`src/rtl/drp_bridge_pkg.sv`:
```
package drp_bridge_pkg;

    localparam int unsigned BUS_W        = 32;

    localparam int unsigned OFS_ENABLE   = 32'h40;
    localparam int unsigned OFS_CLKSEL   = 32'h44;
    localparam int unsigned OFS_CONTROL  = 32'h70;
    localparam int unsigned OFS_STATUS   = 32'h74;

    localparam int unsigned CTL_GO_BIT   = 29;
    localparam int unsigned CTL_RD_BIT   = 28;
    localparam int unsigned CTL_ADR_LSB  = 16;

    localparam int unsigned ST_BUSY_BIT  = 16;
    localparam int unsigned ST_ERR_BIT   = 17;

    localparam logic [1:0]  RESP_OKAY    = 2'b00;

endpackage

```
`src/rtl/drp_axil_port.sv`:
```
module drp_axil_port
    import drp_bridge_pkg::*;
#(
    parameter int unsigned ADDR_W = 8
) (
    input  logic              clk,
    input  logic              rst_n,
    input  logic [ADDR_W-1:0] s_awaddr,
    input  logic              s_awvalid,
    output logic              s_awready,
    input  logic [BUS_W-1:0]  s_wdata,
    input  logic              s_wvalid,
    output logic              s_wready,
    output logic [1:0]        s_bresp,
    output logic              s_bvalid,
    input  logic              s_bready,
    input  logic [ADDR_W-1:0] s_araddr,
    input  logic              s_arvalid,
    output logic              s_arready,
    output logic [BUS_W-1:0]  s_rdata,
    output logic [1:0]        s_rresp,
    output logic              s_rvalid,
    input  logic              s_rready,
    output logic              wr_fire,
    output logic [ADDR_W-1:0] wr_addr,
    output logic [BUS_W-1:0]  wr_data,
    output logic              rd_fire,
    output logic [ADDR_W-1:0] rd_addr,
    input  logic [BUS_W-1:0]  rd_word
);

    typedef struct packed {
        logic             bvalid;
        logic             rvalid;
        logic [BUS_W-1:0] rdata;
    } port_t;

    port_t st_d, st_q;

    always_comb begin
        st_d    = st_q;
        wr_fire = s_awvalid && s_wvalid && !st_q.bvalid;
        rd_fire = s_arvalid && !st_q.rvalid;
        if (st_q.bvalid && s_bready) st_d.bvalid = 1'b0;
        if (wr_fire)                 st_d.bvalid = 1'b1;
        if (st_q.rvalid && s_rready) st_d.rvalid = 1'b0;
        if (rd_fire) begin
            st_d.rvalid = 1'b1;
            st_d.rdata  = rd_word;
        end
    end

    always_ff @(posedge clk) begin
        if (!rst_n) st_q <= '0;
        else        st_q <= st_d;
    end

    assign s_awready = wr_fire;
    assign s_wready  = wr_fire;
    assign s_bvalid  = st_q.bvalid;
    assign s_bresp   = RESP_OKAY;
    assign s_arready = !st_q.rvalid;
    assign s_rvalid  = st_q.rvalid;
    assign s_rdata   = st_q.rdata;
    assign s_rresp   = RESP_OKAY;
    assign wr_addr   = s_awaddr;
    assign wr_data   = s_wdata;
    assign rd_addr   = s_araddr;

endmodule

```
`src/rtl/drp_txn_ctrl.sv`:
```
module drp_txn_ctrl #(
    parameter int unsigned AW = 7,
    parameter int unsigned DW = 16
) (
    input  logic          clk,
    input  logic          rst_n,
    input  logic          ctl_wr,
    input  logic          go,
    input  logic          rd_op,
    input  logic [AW-1:0] cmd_addr,
    input  logic [DW-1:0] cmd_data,
    input  logic          stat_rd,
    input  logic          drp_rdy,
    input  logic [DW-1:0] drp_do,
    output logic          drp_en,
    output logic          drp_we,
    output logic [AW-1:0] drp_addr,
    output logic [DW-1:0] drp_di,
    output logic          busy,
    output logic          err,
    output logic          last_rd,
    output logic [DW-1:0] rdata
);

    typedef struct packed {
        logic          busy;
        logic          en;
        logic          we;
        logic          err;
        logic          rd;
        logic [AW-1:0] addr;
        logic [DW-1:0] di;
        logic [DW-1:0] rdata;
    } txn_t;

    txn_t tx_d, tx_q;

    always_comb begin
        tx_d    = tx_q;
        tx_d.en = 1'b0;
        tx_d.we = 1'b0;
        if (tx_q.busy && drp_rdy) begin
            tx_d.busy = 1'b0;
            if (tx_q.rd) tx_d.rdata = drp_do;
        end
        if (stat_rd) tx_d.err = 1'b0;
        if (ctl_wr) begin
            if (tx_q.busy) begin
                tx_d.err = 1'b1;
            end else if (go) begin
                tx_d.busy = 1'b1;
                tx_d.en   = 1'b1;
                tx_d.we   = !rd_op;
                tx_d.rd   = rd_op;
                tx_d.addr = cmd_addr;
                tx_d.di   = cmd_data;
            end
        end
    end

    always_ff @(posedge clk) begin
        if (!rst_n) tx_q <= '0;
        else        tx_q <= tx_d;
    end

    assign drp_en   = tx_q.en;
    assign drp_we   = tx_q.we;
    assign drp_addr = tx_q.addr;
    assign drp_di   = tx_q.di;
    assign busy     = tx_q.busy;
    assign err      = tx_q.err;
    assign last_rd  = tx_q.rd;
    assign rdata    = tx_q.rdata;

endmodule

```
`src/rtl/drp_csr_bridge.sv`:
```
module drp_csr_bridge
    import drp_bridge_pkg::*;
#(
    parameter int unsigned ADDR_W     = 8,
    parameter int unsigned CLKSEL_W   = 2,
    parameter int unsigned DRP_ADDR_W = 7,
    parameter int unsigned DRP_DATA_W = 16
) (
    input  logic                  clk,
    input  logic                  rst_n,
    input  logic [ADDR_W-1:0]     s_awaddr,
    input  logic                  s_awvalid,
    output logic                  s_awready,
    input  logic [31:0]           s_wdata,
    input  logic                  s_wvalid,
    output logic                  s_wready,
    output logic [1:0]            s_bresp,
    output logic                  s_bvalid,
    input  logic                  s_bready,
    input  logic [ADDR_W-1:0]     s_araddr,
    input  logic                  s_arvalid,
    output logic                  s_arready,
    output logic [31:0]           s_rdata,
    output logic [1:0]            s_rresp,
    output logic                  s_rvalid,
    input  logic                  s_rready,
    output logic                  core_en,
    output logic                  tile_en,
    output logic [CLKSEL_W-1:0]   clk_sel,
    output logic                  drp_en,
    output logic                  drp_we,
    output logic [DRP_ADDR_W-1:0] drp_addr,
    output logic [DRP_DATA_W-1:0] drp_di,
    input  logic [DRP_DATA_W-1:0] drp_do,
    input  logic                  drp_rdy
);

    localparam logic [ADDR_W-1:0] A_ENABLE  = ADDR_W'(OFS_ENABLE);
    localparam logic [ADDR_W-1:0] A_CLKSEL  = ADDR_W'(OFS_CLKSEL);
    localparam logic [ADDR_W-1:0] A_CONTROL = ADDR_W'(OFS_CONTROL);
    localparam logic [ADDR_W-1:0] A_STATUS  = ADDR_W'(OFS_STATUS);

    typedef struct packed {
        logic                core_en;
        logic                tile_en;
        logic [CLKSEL_W-1:0] csel;
    } cfg_t;

    logic                  wr_fire, rd_fire;
    logic [ADDR_W-1:0]     wr_addr, rd_addr;
    logic [BUS_W-1:0]      wr_data, rd_word;
    logic                  ctl_wr, stat_rd;
    logic                  eng_busy, eng_err, eng_rd;
    logic [DRP_DATA_W-1:0] eng_rdata;
    logic                  wdata_unused;
    cfg_t                  cfg_d, cfg_q;

    drp_axil_port #(.ADDR_W(ADDR_W)) u_port (
        .clk(clk), .rst_n(rst_n),
        .s_awaddr(s_awaddr), .s_awvalid(s_awvalid), .s_awready(s_awready),
        .s_wdata(s_wdata), .s_wvalid(s_wvalid), .s_wready(s_wready),
        .s_bresp(s_bresp), .s_bvalid(s_bvalid), .s_bready(s_bready),
        .s_araddr(s_araddr), .s_arvalid(s_arvalid), .s_arready(s_arready),
        .s_rdata(s_rdata), .s_rresp(s_rresp), .s_rvalid(s_rvalid), .s_rready(s_rready),
        .wr_fire(wr_fire), .wr_addr(wr_addr), .wr_data(wr_data),
        .rd_fire(rd_fire), .rd_addr(rd_addr), .rd_word(rd_word)
    );

    assign ctl_wr       = wr_fire && (wr_addr == A_CONTROL);
    assign stat_rd      = rd_fire && (rd_addr == A_STATUS);
    assign wdata_unused = ^wr_data;

    drp_txn_ctrl #(.AW(DRP_ADDR_W), .DW(DRP_DATA_W)) u_txn (
        .clk(clk), .rst_n(rst_n),
        .ctl_wr(ctl_wr),
        .go(wr_data[CTL_GO_BIT]),
        .rd_op(wr_data[CTL_RD_BIT]),
        .cmd_addr(wr_data[CTL_ADR_LSB +: DRP_ADDR_W]),
        .cmd_data(wr_data[DRP_DATA_W-1:0]),
        .stat_rd(stat_rd),
        .drp_rdy(drp_rdy), .drp_do(drp_do),
        .drp_en(drp_en), .drp_we(drp_we),
        .drp_addr(drp_addr), .drp_di(drp_di),
        .busy(eng_busy), .err(eng_err), .last_rd(eng_rd), .rdata(eng_rdata)
    );

    always_comb begin
        cfg_d = cfg_q;
        if (wr_fire && wr_addr == A_ENABLE) begin
            cfg_d.core_en = wr_data[0];
            cfg_d.tile_en = wr_data[1];
        end
        if (wr_fire && wr_addr == A_CLKSEL) cfg_d.csel = wr_data[CLKSEL_W-1:0];
    end

    always_ff @(posedge clk) begin
        if (!rst_n) cfg_q <= '0;
        else        cfg_q <= cfg_d;
    end

    always_comb begin
        rd_word = '0;
        if (rd_addr == A_ENABLE) begin
            rd_word[0] = cfg_q.core_en;
            rd_word[1] = cfg_q.tile_en;
        end else if (rd_addr == A_CLKSEL) begin
            rd_word[CLKSEL_W-1:0] = cfg_q.csel;
        end else if (rd_addr == A_CONTROL) begin
            rd_word[CTL_RD_BIT]                = eng_rd;
            rd_word[CTL_ADR_LSB +: DRP_ADDR_W] = drp_addr;
            rd_word[DRP_DATA_W-1:0]            = drp_di;
        end else if (rd_addr == A_STATUS) begin
            rd_word[ST_ERR_BIT]     = eng_err;
            rd_word[ST_BUSY_BIT]    = eng_busy;
            rd_word[DRP_DATA_W-1:0] = eng_rdata;
        end
    end

    assign core_en = cfg_q.core_en;
    assign tile_en = cfg_q.tile_en;
    assign clk_sel = cfg_q.csel;

endmodule


```
`config.mk`:
```
export PLATFORM = sky130hd
export DESIGN_NAME = drp_csr_bridge
export DESIGN_NICKNAME = d
export VERILOG_FILES = /design/src/rtl/drp_bridge_pkg.sv /design/src/rtl/drp_axil_port.sv /design/src/rtl/drp_txn_ctrl.sv /design/src/rtl/drp_csr_bridge.sv
export SDC_FILE = /design/constraint.sdc
export NUM_CORES = 1
export LEC_CHECK = 0
export BUFFER_PORTS_ARGS = -buffer_cell sky130_fd_sc_hd__buf_4
export CAP_MARGIN = 20
export CORE_MARGIN = 2
export CORE_UTILIZATION = 43
export DETAILED_ROUTE_END_ITERATION = 8
export HOLD_SLACK_MARGIN = 0.05
export PLACE_DENSITY = 0.76
export SYNTH_ARGS = -nofsm -noshare
export SYNTH_HDL_FRONTEND = slang
export SYNTH_SLANG_ARGS = --single-unit
```
`constraint.sdc`:
```
create_clock -name clk -period 1.3 [get_ports clk]
set_input_delay 0.065 -clock clk [delete_from_list [all_inputs] [get_ports clk]]
set_output_delay 0.065 -clock clk [all_outputs]
set_load 0.03 [all_outputs]
```
==> results.cfg, run 1 <==
[timing]
hold_viol = 0
tns_ps = -2490
slew_viol_final = 0
fin_ws_ps = -148.3
min_period_over_period = 1.114
rsz0062_at_grt = yes
min_period_ps = 1448
finalSetupViolCount = 24
fin_skew_ps = 12.99
fmax_ghz = 0.6905

[setup_path]
critPathLaunchType = flip-flop
cpMaxStageDelayCell = and4_4
r2r_cells = 4
cpPeakStageDelay_ps = 370
cp.arrival_ps = 1720
cp_max_fo = 5
path_class = flip-flop to flip-flop
critPathCaptureType = flip-flop
worstPathRequired_ps = 1570
path_cells = nor4bb_4 -> and4_4 -> clkbuf_16 -> mux2i_1

[pwr]
p_per_area_nw_per_um2 = 930.3
p_int_uw = 3667
total_power_uw = 4833
power_frac_comb = 0.129
power_frac_clock = 0.402
seqPwrFrac = 0.470
peakVddDrop_uv = 551.3
switchingPower_uw = 1165
sw_frac_of_total = 0.2411
power_leakage_uw = 0.002231

[clocking]
cts_tree = yes
htree_levels = 3
clkTransAtPathRegs_ps = 80
numCtsBuffers = 9
clk_latency_ps = 340
clock-sinks = 74
ctsLongestPathBuffers = 2
cts_root_buffer = clkbuf_8

[place]
dp_hpwl_microns = 6506
portBuffers = 122
post-place-cells = 595
gp_congestion = 0.8101
placed_cell_area_sq_um = 4379

[global_route]
grt_usage = 0.2427
grt-ovfl-total = 0
grt_pass1_vias = 3442
grt_pass1_wl_microns = 16340
antenna_found_initial = 0
grt_max_degree = 30

[hold_path]
hold_path_class = primary input to flip-flop
holdPathStages = 3

[floorplanning]
die_x_microns = 92.01
dieArea_sq_um = 8466
start_util = 0.4378
die_height_microns = 92.01
rows = 32
io_pins = 142
core_area_sq_um = 7607

[synth]
avgSynthCellArea_sq_um = 8.629
yosysUniqueCellTypes = 37
synth_most_common_cell = nand2_1
async_flop_share = 0
synth_flop_cell = dfxtp_1
synth_enable_flop_cells = 0
syn_area_sq_um = 3331
ys_warn_count = 0
yosys-top-cells-count = nand2_1, dfxtp_1, a21oi_1
synth_cells = 386
ys_seq_elements = 74
ys_seq_area_frac = 0.4448
synth_top_area_share = 0.4448
yosysTopAreaCell = dfxtp_1
synth_area_leaders = dfxtp_1, nand2_1, mux2i_1, mux2_2, a21oi_1

[route]
drt_iter0_markers = 167
vias_per_cell = 5.036
drcViolationCount = 0
vias = 3329
drt_first_pass_iters = 5
wl_microns = 10390
drtAntennaViolNets = 0
wl_per_cell_microns = 15.72

[layout]
drive_gt1_frac = 0.3363
fillCellCount = 616
post_layout_nonfiller_instances = 661
design_area_sq_um = 5195
syn_to_final_growth_pct = 55.97
diodes = 0
nets = 626

[outcome]
violations = negative setup slack
status = finished with violations

[job]
max_cap_violations = 0
## cell usage in the layout (no fill, tap or decap), types with 3 or more instances in the layout
| cell | count |
|---|---|
| nor2b_1 | 8 |
| and4b_1 | 3 |
| nand4_1 | 25 |
| nand2b_1 | 3 |
| nand2_1 | 109 |
| buf_12 | 7 |
| conb_1 | 12 |
| dlygate4sd3_1 | 44 |
| buf_4 | 134 |
| nor2_1 | 3 |
| mux2i_1 | 27 |
| clkbuf_16 | 3 |
| mux2_2 | 16 |
| dfxtp_1 | 71 |
| clkbuf_8 | 9 |
| nand3_1 | 9 |
| a21oi_1 | 33 |
## power groups by stage
| stage | Sequential [uW] | Combinational, uW | Clock (uW) |
|---|---|---|---|
| global route | 2270 | 661 | 2050 |
| floorplan | 2330 | 245 | 0 |
| finish | 2270 | 621 | 1940 |
| global placement | 2320 | 474 | 0 |
| detailed placement | 2330 | 481 | 0 |
| CTS | 2270 | 596 | 1940 |
## final cells by class
cell class | count | area (sq um) | area share
Timing Repair Buffer | 191 | 1697 | 0.3266
Multi-Input combinational cell | 276 | 1663 | 0.3201
Sequential cell | 74 | 1490 | 0.2868
Clock buffer | 11 | 131.4 | 0.02529
Tap cell | 102 | 127.6 | 0.02457
Clock inverter | 5 | 78.83 | 0.01517
Inverter | 2 | 7.507 | 0.001445
## metrics by stage
stage	worst slack (ps)	hold WS [ps]	util
3_5_place_dp	-143.6	254.0	0.5757
6_report	-148.3	60.97	0.6829
3_3_place_gp	-62.23	256.0	0.5757
2_1_floorplan	-75.16	144.3	-
5_1_grt	-207.0	68.51	0.6829
4_1_cts	-147.0	56.81	0.6775
## worst paths after layout
path	startpoint	slack, ps	to
setup / recovery	u_txn.busy	-150	u_txn.drp_di[8]
hold / removal	s_wdata[1]	60	clk_sel[1]
setup reg to reg	u_txn.busy	-150	u_txn.drp_di[8]
hold reg to reg	u_port.s_rdata[16]	460	u_port.s_rdata[16]
## logic make-up (layout without fill, tap and decap cells)
logic type             Yosys count  after routing  synth area share
flip-flops                      74             74            0.4448
other                            1             12          0.001126
buffers and inverters           47            209           0.08264
AND/OR/NAND/NOR                179            179            0.2663
multiplexers                    44             44            0.1382
AO/OA/AOI/OAI                   41             41           0.06687
## state kept, by name (all words and copies together) (netlist names)
signal	cells
u_port.s_rvalid	1
u_port.s_rdata	24
u_txn.busy	1
tile_en	1
u_txn.rdata	16
u_txn.drp_di	16
core_en	1
u_txn.err	1
u_txn.drp_we	1
u_txn.drp_en	1
clk_sel	2
u_txn.last_rd	1
u_port.s_bvalid	1
u_txn.drp_addr	7
## metal layers
metal  vias to the layer above  share of wire  GRT usage  routed length [microns]
met1                      1551           0.41     0.2688                     4253
met5                         -              0          0                        0
met3                        23          0.056    0.06245                      580
met2                       117           0.51     0.4406                     5306
li1                       1638              -          -                        -
met4                         0          0.024    0.09826                      250
## critical path: cells and delay by family (launching register included)
family	cells	cell delay [ps]
simple gates	2	650
flops	1	360
mux	1	180
buf+inv	1	190
## what timing repair did
action                                  4_1_cts  5_1_grt
endpoints found under the setup margin       24       36
gates resized for setup                       7        7
pin swaps                                     4        7
hold buffers                                 45        0
cloned                                        2        3
setup buffers                                 2        1
endpoints found under the hold margin        45        0
Power figures use the tool's default switching activity.
==> run 2: changes to the inputs <==
--- a/config.mk
+++ b/config.mk
@@ -12,6 +12,7 @@
 export DETAILED_ROUTE_END_ITERATION = 8
 export HOLD_SLACK_MARGIN = 0.05
 export PLACE_DENSITY = 0.76
+export RECOVER_POWER = 25
 export SYNTH_ARGS = -nofsm -noshare
 export SYNTH_HDL_FRONTEND = slang
 export SYNTH_SLANG_ARGS = --single-unit
==> run 2 against run 1 <==
  * The run still ends with negative setup slack left
  * Die area did not move
  * Critical path depth stayed put
  * Non-clock buffer count did not move
  * Critical path type unchanged
  * Largest cell class is now multi-input gates
==> results.cfg, run 2 (same netlist as run 1, synthesis figures left out) <==
[job]
max_cap_violations = 0

[route]
vias = 3354
wl_microns = 10390
drt_first_pass_iters = 4
wl_met2_microns = 5320
wl_per_cell_microns = 15.72
drcViolationCount = 0
m1WireLength_microns = 4186
highest_layer = met4
vias_per_cell = 5.074
drt_iter0_markers = 149
drtAntennaViolNets = 0
wl_met3_microns = 657

[setup_path]
cp_max_fo = 6
r2r_slack_ps = -160
path_class = flip-flop to flip-flop
worstReg2RegStart = u_txn.busy
cp.arrival_ps = 1730
r2r_cells = 4
reg2reg_to = u_txn.drp_di[2]
cpMaxStageDelayCell = dfxtp_4
critPathLaunchType = flip-flop
worstPathRequired_ps = 1570
critPathCaptureType = flip-flop
cpPeakStageDelay_ps = 360
path_cells = nor4bb_4 -> and4_4 -> buf_12 -> mux2i_1

[timing]
hold_viol = 0
fin_ws_ps = -164.2
fin_skew_ps = 13.08
min_period_ps = 1464
slew_viol_final = 0
rsz0062_at_grt = yes
finalSetupViolCount = 22
fin_hold_ws_ps = 63.80
fmax_ghz = 0.6830
min_period_over_period = 1.126

[hold_path]
hold_path_class = primary input to flip-flop
holdPathStages = 3
worstHoldStart = s_wdata[1]
hold-path-endpoint = clk_sel[1]

[pwr]
total_power_uw = 4833
power_leakage_uw = 0.002120
peakVddDrop_uv = 549.9
p_per_area_nw_per_um2 = 948.1

[global_route]
grt_max_degree = 30
grt_pass1_wl_microns = 16340
grt_usage = 0.2427
antenna_found_initial = 0
grt-ovfl-total = 0
grt_pass1_vias = 3442

[place]
post-place-cells = 595
gp_congestion = 0.8101
dp_slack_ps = -143.6
portBuffers = 122
dp_hpwl_microns = 6506

[layout]
nets = 626
drive_gt1_frac = 0.2898
layout_commonest_cell = nand2_1
syn_to_final_growth_pct = 53.04
largest_reg_flops = 24
post_layout_nonfiller_instances = 661
diodes = 0
mostFrequentLayoutCells = nand2_1, buf_4, dfxtp_1
post-route-util = 0.6701

[clocking]
clock-sinks = 74
clk_latency_ps = 340
clkTransAtPathRegs_ps = 80
ctsLongestPathBuffers = 2
numCtsBuffers = 9
cts_root_buffer = clkbuf_8
htree_levels = 3
cts_tree = yes

[floorplanning]
die_height_microns = 92.01
die_x_microns = 92.01
core_area_sq_um = 7607
io_pins = 142
start_util = 0.4378
dieArea_sq_um = 8466
rows = 32

[outcome]
violations = negative setup slack
status = finished with violations
[run 2: where the power goes]
part	total [uW]	switching, uW	internal, uW	leakage (uW)
sequential	2270	3.27	2270	0.000598
clock	1940	864	1080	0.000107
combinational	619	300	319	0.00142
total	4830	1170	3670	0.00212
[run 2: through the flow]
stage | setup TNS (ps) | area, sq um
global placement | -1308 | 4379
finish | -2577 | 5097
floorplan | -1503 | 3381
detailed placement | -2237 | 4379
global route | -4095 | 5097
CTS | -2607 | 5154
[run 2: layer usage]
| layer | track usage | vias to the layer above |
|---|---|---|
| met5 | 0 | - |
| li1 | - | 1637 |
| met3 | 0.06245 | 20 |
| met1 | 0.2688 | 1562 |
| met2 | 0.4406 | 135 |
| met4 | 0.09826 | 0 |
[run 2: final cells by class]
class | count | area, sq um
Sequential cell | 74 | 1490
Multi-Input combinational cell | 276 | 1663
Tap cell | 102 | 127.6
Inverter | 2 | 7.507
Clock buffer | 11 | 131.4
Clock inverter | 5 | 78.83
Timing Repair Buffer | 191 | 1599
Fill cell | 644 | 2510
[run 2: critical path: cells and delay by family (launching register included)]
kind                   cells  cell delay [ps]
and+or+nand+nor            2              650
DFF                        1              360
muxes                      1              220
buffers and inverters      1              160
[run 2: repair_timing]
action                                 CTS  global route
resized for setup                        7             7
cloned                                   2             3
pin swaps                                4             7
setup buffers                            2             1
setup endpoints to repair               24            36
endpoints found under the hold margin   45             0
hold buffers                            45             0
[run 2: worst max path at each step]
stage                         start                 to  slack, ps  cells after the start
finish                   u_txn.busy    u_txn.drp_di[2]       -160                      4
global route             u_txn.busy  u_txn.drp_addr[0]       -210                      4
CTS                      u_txn.busy      u_txn.last_rd       -150                      5
detailed placement       u_txn.busy    u_txn.drp_di[2]       -140                      4
global placement         u_txn.busy  u_txn.drp_addr[6]        -60                      4
floorplan           u_port.s_bvalid  u_txn.drp_addr[2]        -80                      5
